===== config.mk =====
export PLATFORM = sky130hd
export DESIGN_NAME = cart_bank_ctl
export DESIGN_NICKNAME = d
export VERILOG_FILES = /design/src/rtl/cbk_pkg.sv /design/src/rtl/cbk_mode_reg.sv /design/src/rtl/cbk_mode_decode.sv /design/src/rtl/cbk_addr_map.sv /design/src/rtl/cart_bank_ctl.sv
export SDC_FILE = /design/constraint.sdc
export NUM_CORES = 1
export LEC_CHECK = 0
export BUFFER_PORTS_ARGS = -buffer_cell sky130_fd_sc_hd__buf_2
export CAP_MARGIN = 0
export CORE_MARGIN = 2
export CORE_UTILIZATION = 41
export DETAILED_ROUTE_END_ITERATION = 6
export PLACE_DENSITY = 0.85
export SYNTH_ARGS = -nofsm -noshare
export SYNTH_HDL_FRONTEND = slang
export SYNTH_HIERARCHICAL = 1
export SYNTH_SLANG_ARGS = --single-unit

===== constraint.sdc =====
create_clock -name clk -period 4.4 [get_ports clk]
set_input_delay 0.88 -clock clk [delete_from_list [all_inputs] [get_ports clk]]
set_output_delay 0.88 -clock clk [all_outputs]
set_load 0.01 [all_outputs]

===== src/rtl/cbk_pkg.sv =====
package cbk_pkg;
  localparam int unsigned MODE_W = 8;

  // access region codes seen on acc_region
  typedef enum logic [2:0] {
    RGN_NONE = 3'd0,
    RGN_LOW  = 3'd1,
    RGN_HIGH = 3'd2,
    RGN_IO1  = 3'd3,
    RGN_IO2  = 3'd4
  } region_e;

  // control byte field positions
  localparam int unsigned BIT_GAME    = 0;
  localparam int unsigned BIT_EXROM_N = 1;
  localparam int unsigned BIT_BANK_LO = 3;
  localparam int unsigned BIT_RAM     = 5;
  localparam int unsigned BIT_RELEASE = 6;

  // fixed load values
  localparam logic [MODE_W-1:0] MODE_FREEZE = 8'd35;
  localparam logic [MODE_W-1:0] MODE_DETACH = 8'd6;
  localparam logic [MODE_W-1:0] MODE_ATTACH = 8'd0;
endpackage


===== src/rtl/cbk_mode_reg.sv =====
module cbk_mode_reg
  import cbk_pkg::*;
(
  input  logic              clk,
  input  logic              rst_n,
  input  logic              freeze_req,
  input  logic              detach_req,
  input  logic              attach_req,
  input  logic              cpu_wr,
  input  logic [MODE_W-1:0] cpu_data,
  output logic [MODE_W-1:0] mode_q,
  output logic              release_q
);
  logic [MODE_W-1:0] mode_d;
  logic              mode_en;
  logic              release_d;
  logic              cpu_taken;

  always_comb begin
    cpu_taken = cpu_wr && !freeze_req && !detach_req && !attach_req;
    mode_en   = freeze_req || detach_req || attach_req || cpu_wr;
    if (freeze_req)      mode_d = MODE_FREEZE;
    else if (detach_req) mode_d = MODE_DETACH;
    else if (attach_req) mode_d = MODE_ATTACH;
    else                 mode_d = cpu_data;
    release_d = cpu_taken && cpu_data[BIT_RELEASE];
  end

  always_ff @(posedge clk or negedge rst_n) begin
    if (!rst_n) begin
      mode_q <= MODE_ATTACH;
    end else if (mode_en) begin
      mode_q <= mode_d;
    end
  end

  always_ff @(posedge clk or negedge rst_n) begin
    if (!rst_n) begin
      release_q <= 1'b0;
    end else begin
      release_q <= release_d;
    end
  end
endmodule


===== src/rtl/cbk_mode_decode.sv =====
module cbk_mode_decode
  import cbk_pkg::*;
#(
  parameter int unsigned BANK_BITS = 2
) (
  input  logic [MODE_W-1:0]    mode,
  output logic                 game,
  output logic                 exrom,
  output logic [BANK_BITS-1:0] bank,
  output logic                 ram_sel
);
  always_comb begin
    game    = mode[BIT_GAME];
    exrom   = !mode[BIT_EXROM_N];
    bank    = mode[BIT_BANK_LO +: BANK_BITS];
    ram_sel = mode[BIT_RAM];
  end
endmodule


===== src/rtl/cbk_addr_map.sv =====
module cbk_addr_map
  import cbk_pkg::*;
#(
  parameter int unsigned BANK_BITS = 2,
  parameter int unsigned BANK_AW   = 13,
  parameter int unsigned PAGE_AW   = 8
) (
  input  logic [2:0]                   region,
  input  logic                         rd,
  input  logic                         wr,
  input  logic [BANK_AW-1:0]           addr,
  input  logic [BANK_BITS-1:0]         bank,
  input  logic                         ram_sel,
  output logic                         rom_cs,
  output logic [BANK_BITS+BANK_AW-1:0] rom_addr,
  output logic                         ram_cs,
  output logic                         ram_we,
  output logic [BANK_AW-1:0]           ram_addr,
  output logic                         rd_valid
);
  localparam int unsigned ROM_AW = BANK_BITS + BANK_AW;
  localparam int unsigned TOP_W  = BANK_AW - PAGE_AW;

  logic [BANK_AW-1:0] win_off;

  // offset of the last page of a bank for the second I/O page window
  generate
    if (TOP_W > 0) begin : g_win
      assign win_off = {{TOP_W{1'b1}}, addr[PAGE_AW-1:0]};
    end else begin : g_flat
      assign win_off = addr;
    end
  endgenerate

  always_comb begin
    rom_cs   = 1'b0;
    rom_addr = '0;
    ram_cs   = 1'b0;
    ram_we   = 1'b0;
    ram_addr = '0;
    unique case (region)
      RGN_LOW: begin
        if (ram_sel && (rd || wr)) begin
          ram_cs   = 1'b1;
          ram_we   = wr;
          ram_addr = addr;
        end else if (rd) begin
          rom_cs   = 1'b1;
          rom_addr = {bank, addr};
        end
      end
      RGN_HIGH: begin
        if (rd) begin
          rom_cs   = 1'b1;
          rom_addr = {{BANK_BITS{1'b0}}, addr};
        end
      end
      RGN_IO2: begin
        if (ram_sel && (rd || wr)) begin
          ram_cs   = 1'b1;
          ram_we   = wr;
          ram_addr = win_off;
        end else if (rd) begin
          rom_cs   = 1'b1;
          rom_addr = {bank, win_off};
        end
      end
      default: begin
      end
    endcase
    rd_valid = rd && (rom_cs || ram_cs);
  end

  logic unused_w;
  assign unused_w = (ROM_AW == 0);
endmodule


===== src/rtl/cart_bank_ctl.sv =====
module cart_bank_ctl
  import cbk_pkg::*;
#(
  parameter int unsigned ROM_BANKS = 4,
  parameter int unsigned BANK_AW   = 13,
  parameter int unsigned PAGE_AW   = 8
) (
  input  logic                 clk,
  input  logic                 rst_n,
  input  logic [2:0]           acc_region,
  input  logic                 acc_rd,
  input  logic                 acc_wr,
  input  logic [12:0]          acc_addr,
  input  logic [7:0]           wr_data,
  input  logic                 freeze_req,
  input  logic                 detach_req,
  input  logic                 attach_req,
  output logic                 game,
  output logic                 exrom,
  output logic                 freeze_release,
  output logic                 rom_cs,
  output logic [14:0]          rom_addr,
  output logic                 ram_cs,
  output logic                 ram_we,
  output logic [12:0]          ram_addr,
  output logic                 rd_valid
);
  localparam int unsigned BANK_BITS = $clog2(ROM_BANKS);

  logic [MODE_W-1:0]    mode_q;
  logic [BANK_BITS-1:0] bank;
  logic                 ram_sel;
  logic                 cpu_wr;

  assign cpu_wr = acc_wr && (acc_region == RGN_IO1);

  cbk_mode_reg u_reg (
    .clk        (clk),
    .rst_n      (rst_n),
    .freeze_req (freeze_req),
    .detach_req (detach_req),
    .attach_req (attach_req),
    .cpu_wr     (cpu_wr),
    .cpu_data   (wr_data),
    .mode_q     (mode_q),
    .release_q  (freeze_release)
  );

  cbk_mode_decode #(.BANK_BITS(BANK_BITS)) u_dec (
    .mode    (mode_q),
    .game    (game),
    .exrom   (exrom),
    .bank    (bank),
    .ram_sel (ram_sel)
  );

  cbk_addr_map #(
    .BANK_BITS (BANK_BITS),
    .BANK_AW   (BANK_AW),
    .PAGE_AW   (PAGE_AW)
  ) u_map (
    .region   (acc_region),
    .rd       (acc_rd),
    .wr       (acc_wr),
    .addr     (acc_addr),
    .bank     (bank),
    .ram_sel  (ram_sel),
    .rom_cs   (rom_cs),
    .rom_addr (rom_addr),
    .ram_cs   (ram_cs),
    .ram_we   (ram_we),
    .ram_addr (ram_addr),
    .rd_valid (rd_valid)
  );
endmodule


After elaboration in Yosys (flattened, before gate mapping)
Index checks and enable logic that the tools add are counted.
Storage, ports and cells
  register bits: 7
  bits of input ports: 31
  output and inout port bits: 35
  word-level logic and storage cells: 42
Cells by class
  reductions and logical operators: 17
  multiplexer cells: 19
  equal/unequal tests: 4
Operators with widths (number)
  two-way mux 15 bit: 4
  case mux 15 bit (3 select lines): 1
  two-way mux 13 bit: 3
  case mux 13 bit (2 select lines): 1
  two-way mux 6 bit: 3
  logical AND 1 bit: 7
  equality test 3 x 2 -> 1 bit (second input constant): 2
  two-way mux 1 bit: 6
  logical OR 1 bit: 5
  zero test 1 bit: 4
  equality test 3 x 1 -> 1 bit (second input constant): 1
  equality test 3 bit (second input constant): 1
  case mux 1 bit (2 select lines): 1
  OR reduction 2 bit: 1

Longest topological paths before layout
  word-level depth: 6
  depth in mapped cells: 5
  depth with buffers taken out: 3

Modules after synthesis
Netlist, hierarchy kept.
Modules (own cells, without submodules)
  cbk_mode_reg: cells an instance 32, area an instance 402.9 µm², times used 1
  cbk_addr_map: cells an instance 60, area an instance 335.3 µm², times used 1
  cbk_mode_decode: cells an instance 5, area an instance 33.8 µm², times used 1
  cart_bank_ctl: cells an instance 1, area an instance 10.0 µm², times used 1

Worst setup path before layout
Ideal clock, no wire load.
  path kind: input-to-output
  start: in acc_rd
  end: out ram_addr[4]
  required time: 3.520 ns
  path buffers: 2
  cell stages on the path: 5
  arrival: 1.797 ns
  path slack: 1.723 ns
  path through: clkbuf_1 -> o21ai_0 -> nor3_2 -> buf_6 -> and2_2
On the way
  word-level cells in the longest chain between the ends: 4
  elaborated cells on any way between the ends: 5
  those cells by class: 3 x mux; 2 x reduce/logical
Ends and longest elaborated chain
  from (decl): RTL line cart_bank_ctl.sv:11  | input logic acc_rd,
  logical OR 1 bit (*): RTL line cbk_addr_map.sv:43, cbk_addr_map.sv:59
  logical AND 1 bit (*): RTL line cbk_addr_map.sv:43, cbk_addr_map.sv:59
  two-way mux 13 bit (on tied branches): RTL line cbk_addr_map.sv:59, cbk_addr_map.sv:43
  case mux 13 bit (2 select lines) (*): RTL line cbk_addr_map.sv:41  | unique case (region)
  to (decl): RTL line cart_bank_ctl.sv:25  | output logic [12:0] ram_addr,
Every way passes the cells marked *; elsewhere a longest branch is shown, timed or not.

Worst setup path in the final report
  start: in acc_rd
  end: out ram_addr[6]
Same word-level chain as after synthesis.

==> flow_metrics.tcl <==
set metrics [dict create \
    status "completed" \
    cts_buffers 3 \
    area_growth_pct 45.5 \
    fin_crit_ns 3.12 \
    post-route-util_pct 63.2 \
    vias_per_cell 5.00 \
    syn-cell-area_um2 654 \
    drtIter0Drc 13 \
    dpl.cell_count 159 \
    clkSinkCount 6 \
    end_kind "output pin" \
    die-area_mm2 0.00193 \
    route.met3.wl_um 115 \
    boundaryPins 66 \
    wl_met2_um 962 \
    seqPwrFrac_pct 34.0 \
    pre_cts_ws_ns 1.29 \
    p_leak_nw 0.577 \
    grt_max_degree 20 \
    initial_core_util_pct 43.4 \
    antenna_left 0 \
    nets 179 \
    rsz0062_at_grt "false" \
    fmax_mhz 321 \
    instances_no_fill 162 \
    cts-hold-fix-buffers 0 \
    setup_slack_ns 1.28 \
    hold_path.class "in -> async" \
    grt_use_total_pct 20.1 \
    die_w_um 44.0 \
    top_layer_used "met3" \
    max-vdd-ir-drop_mv 0.149 \
    drc 0 \
    cp.required_ns 3.52 \
    rows 14 \
    setup_viol 0 \
    wl_met1_um 748 \
    wl_per_cell_um 11.3 \
    core-area_mm2 0.00151 \
    insertion_delay_ns 0.25 \
    p_comb_share_pct 36.3 \
    switchingPower_uw 55.0 \
    die_y_um 44.0 \
    maxCapViolCount 0 \
    swShare_pct 32.0 \
    critPathLaunchType "primary input" \
    overflow 0 \
    drv_slew 0 \
    cts_root_buf "clkbuf_4" \
    first_pass_iters 5 \
    cts_setup_buffers 0 \
    ys_warn_count 6 \
    fin_setup_tns_ns 0 \
    post_cts_resized 0 \
    drive_above_1_share_pct 54.1 \
    synth_area_per_cell_um2 7.44 \
    cp.arrival_ns 2.24 \
    routed_wl_um 1830 \
    power_density_mw_per_mm2 181 \
    cts_tree "done" \
    place_hpwl_um 1480 \
    grt_pass1_vias 733 \
    cp_max_fo 19 \
    holdWs_ns 0.444 \
    crit_type "in -> out" \
    slew_headroom_pct 53.1 \
    antenna_found_initial 0 \
    grt_pass1_wl_um 2980 \
    diodes 0 \
    port_buffers 63 \
    cts_max_level 1 \
    vias 810 \
    synth_cells 88 \
    period_share_pct 70.8 \
    clockBufferDepth 2 \
    finalHoldViolations 0 \
    clockPowerShare_pct 29.6 \
    syn_nets 119 \
    tightestPinTransition_ns 0.700 \
    fin_skew_ns 0 \
    clkTransAtPathRegs_ns 0.05 \
    place.gp.congestion 0.815 \
    p_int_uw 117 \
]
[through the flow]
stage	area [µm²]	total power [mW]
6_report	952	0.172
5_1_grt	952	0.185
4_1_cts	952	0.175
3_5_place_dp	930	0.122
3_3_place_gp	930	0.120
2_1_floorplan	654	0.0941
[cell type report]
| cell class | instances | area (µm²) |
|---|---|---|
| clock buffer | 3 | 22.5 |
| fill | 123 | 554 |
| multi-input combinational | 72 | 437 |
| tap | 16 | 20.0 |
| timing repair buffer | 63 | 315 |
| sequential | 6 | 150 |
| inverter | 2 | 7.51 |
[metal layers]
metal | track usage (%) | vias to the layer above
met2 | 35.3 | 30
met4 | 6.67 | 0
met5 | 0 | -
li1 | - | 410
met1 | 23.3 | 370
met3 | 5.42 | 0
[worst max-delay path: stages]
cell and delay, ns:
buf_2 0.27, o21ai_0 0.16, nor3_2 0.55, and2_2 0.25, buf_2 0.12
[layout by cell type, fill, tap and decap left out, types with 3 or more instances in the layout]
master and instances:
o21a_1 6, nor2_1 15, clkbuf_4 3, mux2i_1 3, o21ai_0 7, and2_2 9
dfrtp_1 6, buf_2 63, nand2_1 14
[registers in the layout (all words and copies together), names as in the netlist]
signal	flops
u_reg/release_q	1
u_reg/mode_q	5
[worst paths after layout]
check                                            start                          end  depth (start not counted)  slack [ns]
min in group clk           u_reg/mode_q[3]$_DFFE_PN0P_  u_reg/mode_q[3]$_DFFE_PN0P_                          2        0.54
hold reg to reg            u_reg/mode_q[3]$_DFFE_PN0P_  u_reg/mode_q[3]$_DFFE_PN0P_                          2        0.54
setup / recovery                                acc_rd                  ram_addr[6]                          5        1.28
max in group asynchronous                        rst_n  u_reg/mode_q[1]$_DFFE_PN0P_                          1        3.80
hold / removal                                   rst_n  u_reg/mode_q[0]$_DFFE_PN0P_                          1        0.44
setup reg to reg           u_reg/mode_q[5]$_DFFE_PN0P_  u_reg/mode_q[5]$_DFFE_PN0P_                          2        3.43
[power groups by stage]
stage,Combinational [mW],Clock [mW],Sequential [mW]
finish,0.0625,0.0510,0.0585
global route,0.0695,0.0569,0.0586
CTS,0.0627,0.0536,0.0585
detailed placement,0.0624,0,0.0593
global placement,0.0607,0,0.0591
floorplan,0.0354,0,0.0587
No activity file was read; power rests on OpenSTA's default activity.
